`src/rtl/aes_kx_pkg.sv`:
```
package aes_kx_pkg;

  localparam logic [2:0] SEW_32 = 3'b010;

  typedef enum logic {
    KX_IDLE = 1'b0,
    KX_RUN  = 1'b1
  } kx_state_e;

  // multiply in GF(2^8) modulo x^8+x^4+x^3+x+1
  function automatic logic [7:0] gf_mul(input logic [7:0] a, input logic [7:0] b);
    logic [7:0] acc;
    logic [7:0] sh;
    acc = 8'h00;
    sh  = a;
    for (int i = 0; i < 8; i++) begin
      if (b[i]) acc = acc ^ sh;
      sh = {sh[6:0], 1'b0} ^ (sh[7] ? 8'h1b : 8'h00);
    end
    return acc;
  endfunction

  // forward substitution: inverse as a^254, then affine map
  function automatic logic [7:0] sbox_fwd(input logic [7:0] a);
    logic [7:0] sq;
    logic [7:0] inv;
    sq  = a;
    inv = 8'h01;
    for (int k = 1; k < 8; k++) begin
      sq  = gf_mul(sq, sq);
      inv = gf_mul(inv, sq);
    end
    return inv ^ {inv[6:0], inv[7]} ^ {inv[5:0], inv[7:6]} ^
           {inv[4:0], inv[7:5]} ^ {inv[3:0], inv[7:4]} ^ 8'h63;
  endfunction

  // round constant: repeated doubling of 1
  function automatic logic [7:0] rcon_byte(input logic [3:0] idx);
    logic [7:0] r;
    r = 8'h01;
    for (int i = 0; i < 15; i++) begin
      if (i < int'(idx)) r = {r[6:0], 1'b0} ^ (r[7] ? 8'h1b : 8'h00);
    end
    return r;
  endfunction

endpackage

```
`src/rtl/kx_round_sel.sv`:
```
module kx_round_sel (
  input  logic [3:0] imm_i,
  output logic [3:0] idx_o,
  output logic [7:0] rcon_o
);
  import aes_kx_pkg::*;

  logic       fold;
  logic [3:0] fixed;

  always_comb begin
    fold   = (imm_i == 4'd0) || (imm_i > 4'd10);
    fixed  = {imm_i[3] ^ fold, imm_i[2:0]};
    idx_o  = fixed - 4'd1;
    rcon_o = rcon_byte(idx_o);
  end

endmodule

```
`src/rtl/kx_sbox.sv`:
```
module kx_sbox (
  input  logic [7:0] a_i,
  output logic [7:0] y_o
);
  import aes_kx_pkg::*;

  always_comb y_o = sbox_fwd(a_i);

endmodule

```
`src/rtl/kx_next_key.sv`:
```
module kx_next_key #(
  parameter int WORDS = 4,
  localparam int KW  = 32 * WORDS
) (
  input  logic [KW-1:0] key_i,
  input  logic [7:0]    rcon_i,
  output logic [KW-1:0] key_o
);

  logic [31:0] top_word;
  logic [31:0] rot_word;
  logic [31:0] sub_word;
  logic [WORDS-1:0][31:0] old_w;
  logic [WORDS-1:0][31:0] new_w;

  assign old_w    = key_i;
  assign top_word = old_w[WORDS-1];
  assign rot_word = {top_word[7:0], top_word[31:8]};

  for (genvar b = 0; b < 4; b++) begin : g_sub
    kx_sbox u_sbox (
      .a_i (rot_word[8*b +: 8]),
      .y_o (sub_word[8*b +: 8])
    );
  end

  assign new_w[0] = sub_word ^ {24'h0, rcon_i} ^ old_w[0];

  for (genvar w = 1; w < WORDS; w++) begin : g_chain
    assign new_w[w] = new_w[w-1] ^ old_w[w];
  end

  assign key_o = new_w;

endmodule

```
`src/rtl/kx_group_seq.sv`:
```
module kx_group_seq #(
  parameter int NUM_GROUPS = 4,
  localparam int ELEMS = 4 * NUM_GROUPS,
  localparam int GRP_W = (NUM_GROUPS > 1) ? $clog2(NUM_GROUPS) : 1,
  localparam int CNT_W = $clog2(ELEMS + 1)
) (
  input  logic             clk,
  input  logic             rst_n,
  input  logic             start_i,
  input  logic [2:0]       sew_i,
  input  logic [CNT_W-1:0] vstart_i,
  input  logic [CNT_W-1:0] vl_i,
  output logic             busy_o,
  output logic [GRP_W-1:0] grp_o,
  output logic             capture_o,
  output logic             illegal_o,
  output logic             done_o
);
  import aes_kx_pkg::*;

  kx_state_e        state_q, state_d;
  logic [GRP_W-1:0] grp_q, grp_d;
  logic [GRP_W-1:0] last_q, last_d;
  logic             ill_q, ill_d;
  logic             done_q, done_d;

  logic accept;
  logic legal;
  logic empty;

  always_comb begin
    accept = start_i && (state_q == KX_IDLE);
    legal  = (sew_i == SEW_32) && (vstart_i[1:0] == 2'b00) &&
             (vl_i[1:0] == 2'b00) && (int'(vl_i) <= ELEMS);
    empty  = (vstart_i >= vl_i);
  end

  always_comb begin
    state_d   = state_q;
    grp_d     = grp_q;
    last_d    = last_q;
    ill_d     = 1'b0;
    done_d    = 1'b0;
    capture_o = 1'b0;
    case (state_q)
      KX_IDLE: begin
        if (accept) begin
          if (!legal) begin
            ill_d = 1'b1;
          end else if (empty) begin
            done_d = 1'b1;
          end else begin
            capture_o = 1'b1;
            state_d   = KX_RUN;
            grp_d     = vstart_i[GRP_W+1:2];
            last_d    = vl_i[GRP_W+1:2] - GRP_W'(1);
          end
        end
      end
      KX_RUN: begin
        if (grp_q == last_q) begin
          state_d = KX_IDLE;
          done_d  = 1'b1;
        end else begin
          grp_d = grp_q + GRP_W'(1);
        end
      end
      default: state_d = KX_IDLE;
    endcase
  end

  always_ff @(posedge clk or negedge rst_n) begin
    if (!rst_n) begin
      state_q <= KX_IDLE;
      grp_q   <= '0;
      last_q  <= '0;
      ill_q   <= 1'b0;
      done_q  <= 1'b0;
    end else begin
      state_q <= state_d;
      grp_q   <= grp_d;
      last_q  <= last_d;
      ill_q   <= ill_d;
      done_q  <= done_d;
    end
  end

  assign busy_o    = (state_q == KX_RUN);
  assign grp_o     = grp_q;
  assign illegal_o = ill_q;
  assign done_o    = done_q;

endmodule

```
`src/rtl/aes128_kx_unit.sv`:
```
module aes128_kx_unit #(
  parameter int NUM_GROUPS = 4,
  localparam int KEY_W = 128 * NUM_GROUPS,
  localparam int GRP_W = (NUM_GROUPS > 1) ? $clog2(NUM_GROUPS) : 1,
  localparam int CNT_W = $clog2(4 * NUM_GROUPS + 1)
) (
  input  logic             clk,
  input  logic             rst_n,
  input  logic             start_i,
  input  logic [2:0]       sew_i,
  input  logic [CNT_W-1:0] vstart_i,
  input  logic [CNT_W-1:0] vl_i,
  input  logic [4:0]       rnd_imm_i,
  input  logic [KEY_W-1:0] key_src_i,
  output logic             busy_o,
  output logic             wr_valid_o,
  output logic [GRP_W-1:0] wr_group_o,
  output logic [127:0]     wr_data_o,
  output logic             illegal_o,
  output logic             done_o
);

  logic                        capture;
  logic [NUM_GROUPS-1:0][127:0] key_q;
  logic [3:0]                  rnd_q;
  logic [3:0]                  rnd_idx_w;
  logic [7:0]                  rcon_w;
  logic [127:0]                grp_key;
  logic                        imm_bit4_unused;

  assign imm_bit4_unused = rnd_imm_i[4];

  kx_group_seq #(.NUM_GROUPS(NUM_GROUPS)) u_seq (
    .clk       (clk),
    .rst_n     (rst_n),
    .start_i   (start_i),
    .sew_i     (sew_i),
    .vstart_i  (vstart_i),
    .vl_i      (vl_i),
    .busy_o    (busy_o),
    .grp_o     (wr_group_o),
    .capture_o (capture),
    .illegal_o (illegal_o),
    .done_o    (done_o)
  );

  always_ff @(posedge clk or negedge rst_n) begin
    if (!rst_n) begin
      key_q <= '0;
      rnd_q <= '0;
    end else if (capture) begin
      key_q <= key_src_i;
      rnd_q <= rnd_imm_i[3:0];
    end
  end

  assign grp_key = key_q[wr_group_o];

  kx_round_sel u_rnd (
    .imm_i  (rnd_q),
    .idx_o  (rnd_idx_w),
    .rcon_o (rcon_w)
  );

  kx_next_key #(.WORDS(4)) u_key (
    .key_i  (grp_key),
    .rcon_i (rcon_w),
    .key_o  (wr_data_o)
  );

  assign wr_valid_o = busy_o;

endmodule

```
`config.mk`:
```
export PLATFORM = sky130hd
export DESIGN_NAME = aes128_kx_unit
export DESIGN_NICKNAME = d
export VERILOG_FILES = /design/src/rtl/aes_kx_pkg.sv /design/src/rtl/kx_round_sel.sv /design/src/rtl/kx_sbox.sv /design/src/rtl/kx_next_key.sv /design/src/rtl/kx_group_seq.sv /design/src/rtl/aes128_kx_unit.sv
export SDC_FILE = /design/constraint.sdc
export NUM_CORES = 2
export LEC_CHECK = 0
export ABC_CLOCK_PERIOD_IN_PS = 25800
export BUFFER_PORTS_ARGS = -buffer_cell sky130_fd_sc_hd__buf_2
export CORE_ASPECT_RATIO = 1.2
export CORE_MARGIN = 4
export CORE_UTILIZATION = 60
export CTS_CLUSTER_SIZE = 20
export DETAILED_ROUTE_END_ITERATION = 10
export HOLD_SLACK_MARGIN = 0.06
export PLACE_DENSITY = 0.77
export SLEW_MARGIN = 20
export SYNTH_ARGS = -nofsm -noshare
export SYNTH_HDL_FRONTEND = slang
export SYNTH_SLANG_ARGS = --single-unit
```
`constraint.sdc`:
```
create_clock -name clk -period 25.8 [get_ports clk]
set_input_delay 7.74 -clock clk [delete_from_list [all_inputs] [get_ports clk]]
set_output_delay 7.74 -clock clk [all_outputs]
set_load 0.01 [all_outputs]
```
* Yosys cells after proc, flatten, opt, wreduce, memory -nomap -nowiden *
Cells that the tools add are included.

storage, ports and cells
  input port bits = 533
  register bits = 523

operators by class
  bitwise gates (word level) = 798
  multiplexer cells = 862
  reduce and logical (&&, ||, !) cells = 10
  magnitude comparators = 19
  add/subtract/negate cells = 3
  eq/ne operators = 6

operators with widths
  operator                                                              number
  8-bit 2-to-1 mux                                                      434
  8-bit XOR                                                             393
  8-bit by 5-bit XOR with 8-bit output                                  364
  5-bit 2-to-1 mux                                                      382
  128-bit binary-select mux with 2-bit select                           1
  128-bit 2-to-1 mux                                                    1
  32-bit XOR                                                            4
  32-bit by 8-bit XOR with 32-bit output                                1
  4-bit < comparator (first input constant)                             7
  7-bit 2-to-1 mux                                                      4
  1-bit inverter (first input constant)                                 28
  6-bit 2-to-1 mux                                                      4
  2-bit 2-to-1 mux                                                      9
  3-bit by 4-bit < comparator with 1-bit output (first input constant)  4
  1-bit 2-to-1 mux                                                      16
  4-bit 2-to-1 mux                                                      4
  4-bit inverter                                                        4
  3-bit 2-to-1 mux                                                      4
  1-bit by 4-bit < comparator with 1-bit output (first input constant)  2
  2-bit by 4-bit < comparator with 1-bit output (first input constant)  2
  4-bit AND reduction                                                   2
  3-bit by 8-bit XOR with 8-bit output                                  1
  5-bit greater-or-equal comparator                                     1
  5-bit less-or-equal comparator (second input constant)                1
  17 further kinds                                                      25

* Logic depth before layout (Yosys ltp) *
  depth after elaboration = 139
  mapped depth = 72
  gate-level depth less buffers = 59

* By module *
From an unflattened synthesis, not the netlist that was laid out.

second synthesis, totals
  cells, all modules = 9368
  area total of the unflattened synthesis = 86086.3 µm²

modules (own cells, without submodules)
  module          cells an instance  area an instance (µm²)  instances
  kx_sbox         1942               15220.8                 4
  aes128_kx_unit  1246               22291.4                 1
  kx_next_key     175                1556.5                  1
  kx_round_sel    124                823.3                   1
  kx_group_seq    55                 531.8                   1

* Worst setup path after synthesis *
OpenSTA, ideal clock, no wires.

  path kind = register to output
  start point = register u_seq.grp_q[0], in the netlist u_seq.grp_o[0]
  end point = output wr_data_o[116]
  path buffers = 13
  stages on the path, launching flop included = 67
  arrival time = 16.679 ns
  path slack = 1.381 ns
  required time = 18.060 ns
  path through = dfrtp_1 -> buf_6 -> buf_12 -> buf_8 -> mux4_2 -> buf_2 -> buf_2 -> ha_1 -> clkbuf_1 -> xor2_1 -> and2_1 -> xor3_1 -> inv_1 -> buf_2 -> buf_2 -> ha_1 -> clkbuf_1 -> inv_1 -> [31 not listed] -> o21a_1 -> nor3_1 -> a21oi_1 -> xnor2_1 -> xnor3_1 -> xor2_2 -> xnor2_2 -> nand2_1 -> xnor2_1 -> xnor2_1 -> xnor2_1 -> xnor3_1 -> xor2_1 -> xnor2_1 -> xnor2_1 -> xor2_1 -> xor2_1 -> xor2_1

between the ends
  longest elaborated chain between the ends = 135

ends and longest elaborated chain
  element                                                                   RTL line                            RTL
  start: declaration                                                        kx_group_seq.sv:22                  logic [GRP_W-1:0] grp_q, grp_d;
  start signal: assignment                                                  kx_group_seq.sv:81                  grp_q <= grp_d;
  128-bit binary-select mux with 2-bit select *                             aes128_kx_unit.sv:57                assign grp_key = key_q[wr_group_o];
  128-bit 2-to-1 mux (implied by the code) *                                aes128_kx_unit.sv:57
  5-bit 2-to-1 mux, or another cell as far along                            aes_kx_pkg.sv:18                    sh = {sh[6:0], 1'b0} ^ (sh[7] ? 8'h1b : 8'h00);
  8-bit by 5-bit XOR with 8-bit output / 8-bit XOR (equally long branches)  aes_kx_pkg.sv:18, aes_kx_pkg.sv:17
  8-bit XOR / 8-bit 2-to-1 mux (equally long branches)                      aes_kx_pkg.sv:17                    if (b[i]) acc = acc ^ sh;
  8-bit 2-to-1 mux / 8-bit XOR (equally long branches)                      aes_kx_pkg.sv:17
  8-bit XOR / 8-bit 2-to-1 mux (equally long branches)                      aes_kx_pkg.sv:17
  8-bit 2-to-1 mux / 8-bit XOR (equally long branches)                      aes_kx_pkg.sv:17
  [122 not listed]                                                          -
  32-bit by 8-bit XOR with 32-bit output                                    kx_next_key.sv:27                   assign new_w[0] = sub_word ^ {24'h0, rcon_i} ^ old_w[0];
  32-bit XOR *                                                              kx_next_key.sv:27
  via wr_data_o[20]                                                         aes128_kx_unit.sv:18                output logic [127:0] wr_data_o,
  32-bit XOR *                                                              kx_next_key.sv:30                   assign new_w[w] = new_w[w-1] ^ old_w[w];
  via wr_data_o[52]                                                         aes128_kx_unit.sv:18
  32-bit XOR *                                                              kx_next_key.sv:30
  via wr_data_o[84]                                                         aes128_kx_unit.sv:18
  32-bit XOR *                                                              kx_next_key.sv:30
  end: declaration                                                          aes128_kx_unit.sv:18

Mark *: on every way through the listed nets, which the timed path passes. The rest lies on a longest branch. The select of a mux whose other input is x is not followed.

* Worst setup path after layout *
  start point = register u_seq.grp_q[0], in the netlist u_seq.grp_o[0]
  end point = output wr_data_o[116]

between the ends
  longest elaborated chain between the ends = 135

ends and longest elaborated chain
  element                                                                   RTL line                            RTL
  128-bit binary-select mux with 2-bit select *                             aes128_kx_unit.sv:57
  128-bit 2-to-1 mux (implied by the code) *                                aes128_kx_unit.sv:57
  5-bit 2-to-1 mux, or another cell as far along                            aes_kx_pkg.sv:18
  8-bit by 5-bit XOR with 8-bit output / 8-bit XOR (equally long branches)  aes_kx_pkg.sv:18, aes_kx_pkg.sv:17
  8-bit XOR / 8-bit 2-to-1 mux (equally long branches)                      aes_kx_pkg.sv:17
  8-bit 2-to-1 mux / 8-bit XOR (equally long branches)                      aes_kx_pkg.sv:17
  8-bit XOR / 8-bit 2-to-1 mux (equally long branches)                      aes_kx_pkg.sv:17
  8-bit 2-to-1 mux / 8-bit XOR (equally long branches)                      aes_kx_pkg.sv:17
  [116 not listed]                                                          -
  8-bit XOR                                                                 aes_kx_pkg.sv:17
  8-bit 2-to-1 mux                                                          aes_kx_pkg.sv:17
  8-bit XOR (3 in series)                                                   aes_kx_pkg.sv:33                    return inv ^ {inv[6:0], inv[7]} ^ {inv[5:0], inv[7:6]} ^
  8-bit XOR                                                                 aes_kx_pkg.sv:34                    {inv[4:0], inv[7:5]} ^ {inv[3:0], inv[7:4]} ^ 8'h63;
  32-bit by 8-bit XOR with 32-bit output                                    kx_next_key.sv:27
  32-bit XOR                                                                kx_next_key.sv:27
  32-bit XOR (2 in series)                                                  kx_next_key.sv:30
  32-bit XOR *                                                              kx_next_key.sv:30

Mark *: on every way between the ends. The rest lies on a longest branch, timed or not. The select of a mux whose other input is x is not followed.

==> flow_summary.toml <==
[setup_path]
critPathKind = "flop to output pin"
path_max_fanout = 18
cpMaxStageDelayCell = "mux4_2"
end_kind = "output pin"
crit_top_cell = "xnor3_1"
cp.required_ns = 18.06
start_kind = "flop"
worstPathArrival_ns = 17.54
slowest_delay_ns = 0.81

[placed_design]
placed_cell_area_um2 = 87800
placedCellCount = 11600
numPortBuffers = 665
gp_congestion = 0.983
hpwlAfterDp_mm = 218

[timing]
finalSetupViolCount = 0
skew_ns = 0.0521
worst_pin_slew_ns = 1.13
fmax_mhz = 39.6
min_period_ns = 25.28
tns_ns = 0
timing.final.hold_violations = 0
maxSlewHeadroom_pct = 24.3
fin_crit_sh_pct = 98.0
finalMaxSlewViolations = 0

[synthesis]
synthCells = 9389
ys_types = 117
avgSynthCellArea_um2 = 8.68
synth_seq_cells = 523
synthesis.nets = 9953
synth_edf_count = 0
synth_area_um2 = 81500
ys.flop_type = "dfrtp_1"
seq_area_frac_synth_pct = 16.1
yosys_warnings = 0
async_flop_share_pct = 100

[floorplanning]
floorplan.die_area_um2 = 142000
initial_core_util_pct = 60.6
dieWidth_um = 344
core_area_um2 = 134000
die_h_um = 412
row_count = 147
pin_count = 667

[global_routing]
grt_pass1_vias = 71600
grt_use_total_pct = 39.0
grt_overflow = 0
antenna_found_initial = 79
grt_max_degree = 122
grt_pass1_wl_mm = 433

[routing]
via_count = 74800
ant_nets = 0
drc = 0
first_iter_violations = 7824
routed_wl_mm = 289
drt_pre_antenna_iters = 8
viasPerCell = 6.30
post_drt_wl_per_cell_um = 24.3

[clocking]
clk_latency_ns = 0.69
cts_buffers = 55
ctsHoldBuffers = 0
cts_tree = "yes"
root_buffer = "clkbuf_16"
ctsHtreeMaxLevel = 2
clkTransAtPathRegs_ns = 0.07
clock_sinks = 523
cts_buffer_depth = 3

[job]
cap_violations = 0

[min_path]
hold_class = "flop to flop"

[outcome]
status = "completed"

[finish]
final_cell_mix = "xnor2_1, nor2_1, nand2_1, buf_2, mux2_2"
layout-drive-gt1-share_pct = 24.0
post-route-util_pct = 68.4
syn2layout_area_growth_pct = 12.9
finalNonFillerCells = 11900
final_common_cell = "xnor2_1"
fill_cells = 10800
fin_area_um2 = 92000
fin_nets = 10500
-- layer usage --
metal	up-vias	track usage, %	part of all wire, %
met5	-	0	0.12
met4	52	23.9	7.6
met3	795	8.20	9.4
met2	3693	63.9	47
met1	36200	47.1	36
li1	34000	-	-
-- worst paths after layout --
path	startpoint	endpoint	slack (ns)	cells past startpoint
max	u_seq.grp_o[0]$_DFFE_PN0P_	wr_data_o[116]	0.52	59
min	key_q[129]$_DFFE_PN0P_	key_q[129]$_DFFE_PN0P_	0.50	1
max reg2reg	u_seq.busy_o$_DFF_PN0_	key_q[324]$_DFFE_PN0P_	20.74	6
min reg2reg	key_q[129]$_DFFE_PN0P_	key_q[129]$_DFFE_PN0P_	0.50	1
max in group asynchronous	rst_n	key_q[448]$_DFFE_PN0P_	15.17	4
min in group asynchronous	rst_n	key_q[225]$_DFFE_PN0P_	7.10	1
-- Yosys cell counts (all sizes together) (35+ instances only) --
cell type | count | area, µm²
o211ai | 102 | 766
o22ai | 109 | 682
mux2i | 226 | 2260
nor2b | 48 | 300
mux2 | 551 | 6200
a211oi | 101 | 806
buf | 236 | 1330
nor3 | 217 | 1100
a221oi | 41 | 372
clkbuf | 402 | 1510
and3 | 41 | 257
o21ai | 389 | 1950
xnor3 | 341 | 7710
a31oi | 71 | 450
or3 | 44 | 275
nand2b | 63 | 394
inv | 113 | 424
a22oi | 62 | 475
o21a | 36 | 270
nor2 | 1166 | 4400
dfrtp | 523 | 13100
xnor2 | 1728 | 16200
xor2 | 534 | 5010
mux4 | 130 | 2950
nand2 | 826 | 3110
xor3 | 41 | 977
a21oi | 448 | 2250
nand3 | 202 | 1010
o31ai | 35 | 268
and2 | 48 | 300
-- layout make-up --
| class | count | area [µm²] | area share, % |
|---|---|---|---|
| Timing Repair Buffer | 1175 | 7300 | 7.93 |
| Clock inverter | 23 | 312 | 0.339 |
| Multi-Input combinational cell | 8101 | 66900 | 72.7 |
| Inverter | 127 | 482 | 0.524 |
| Clock buffer | 77 | 1560 | 1.69 |
| Antenna cell | 55 | 138 | 0.150 |
| Tap cell | 1788 | 2240 | 2.43 |
| Sequential cell | 523 | 13100 | 14.2 |
-- state kept, by name, summed over array words and instances (netlist names) --
signal and count:
u_seq.grp_o 2, u_seq.done_o 1, rnd_q 4, key_q 512, u_seq.last_q 2, u_seq.busy_o 1, u_seq.illegal_o 1
-- worst max-delay path, delay by kind of cell (launching register included) --
family          cells  cell delay [ns]
fa+ha+maj           1             0.44
simple gates        8             1.44
buf+inv            10             1.91
xor+xnor           34            10.31
mux                 2             1.10
flops               1             0.49
compound gates      4             1.03
-- through the flow --
stage | worst slack, ns | hold WS (ns)
after floorplan | 1.38 | 0.472
after global placement | 0.285 | 0.483
after detailed placement | 0.0318 | 0.491
after CTS | 0.00715 | 0.505
after global routing | -0.0821 | 0.512
final | 0.524 | 0.504
-- what timing repair did --
| item | 4_1_cts | 5_1_grt |
|---|---|---|
| cloned | 0 | 1 |
| gates resized for setup | 31 | 168 |
| hold endpoints to repair | 0 | 0 |
| pin swaps | 2 | 30 |
| setup endpoints to repair | 79 | 116 |
| setup buffers | 11 | 72 |
-- logic make-up (layout without fill, tap and decap cells) --
family          after synthesis  count (layout)  synth area share [%]
compound gates             1717            1717                  13.7
buf+inv                     766            1402                  4.08
xor+xnor                   2644            2644                  36.7
other cells                   0              55                     0
mux                         907             908                  14.0
flops                       523             523                  16.1
fa+ha+maj                    36              36                 0.537
simple gates               2796            2796                  14.9
Power is left out: the tool's default activity adds up to more than one toggle a clock period on the data nets, which glitch-free logic cannot reach.
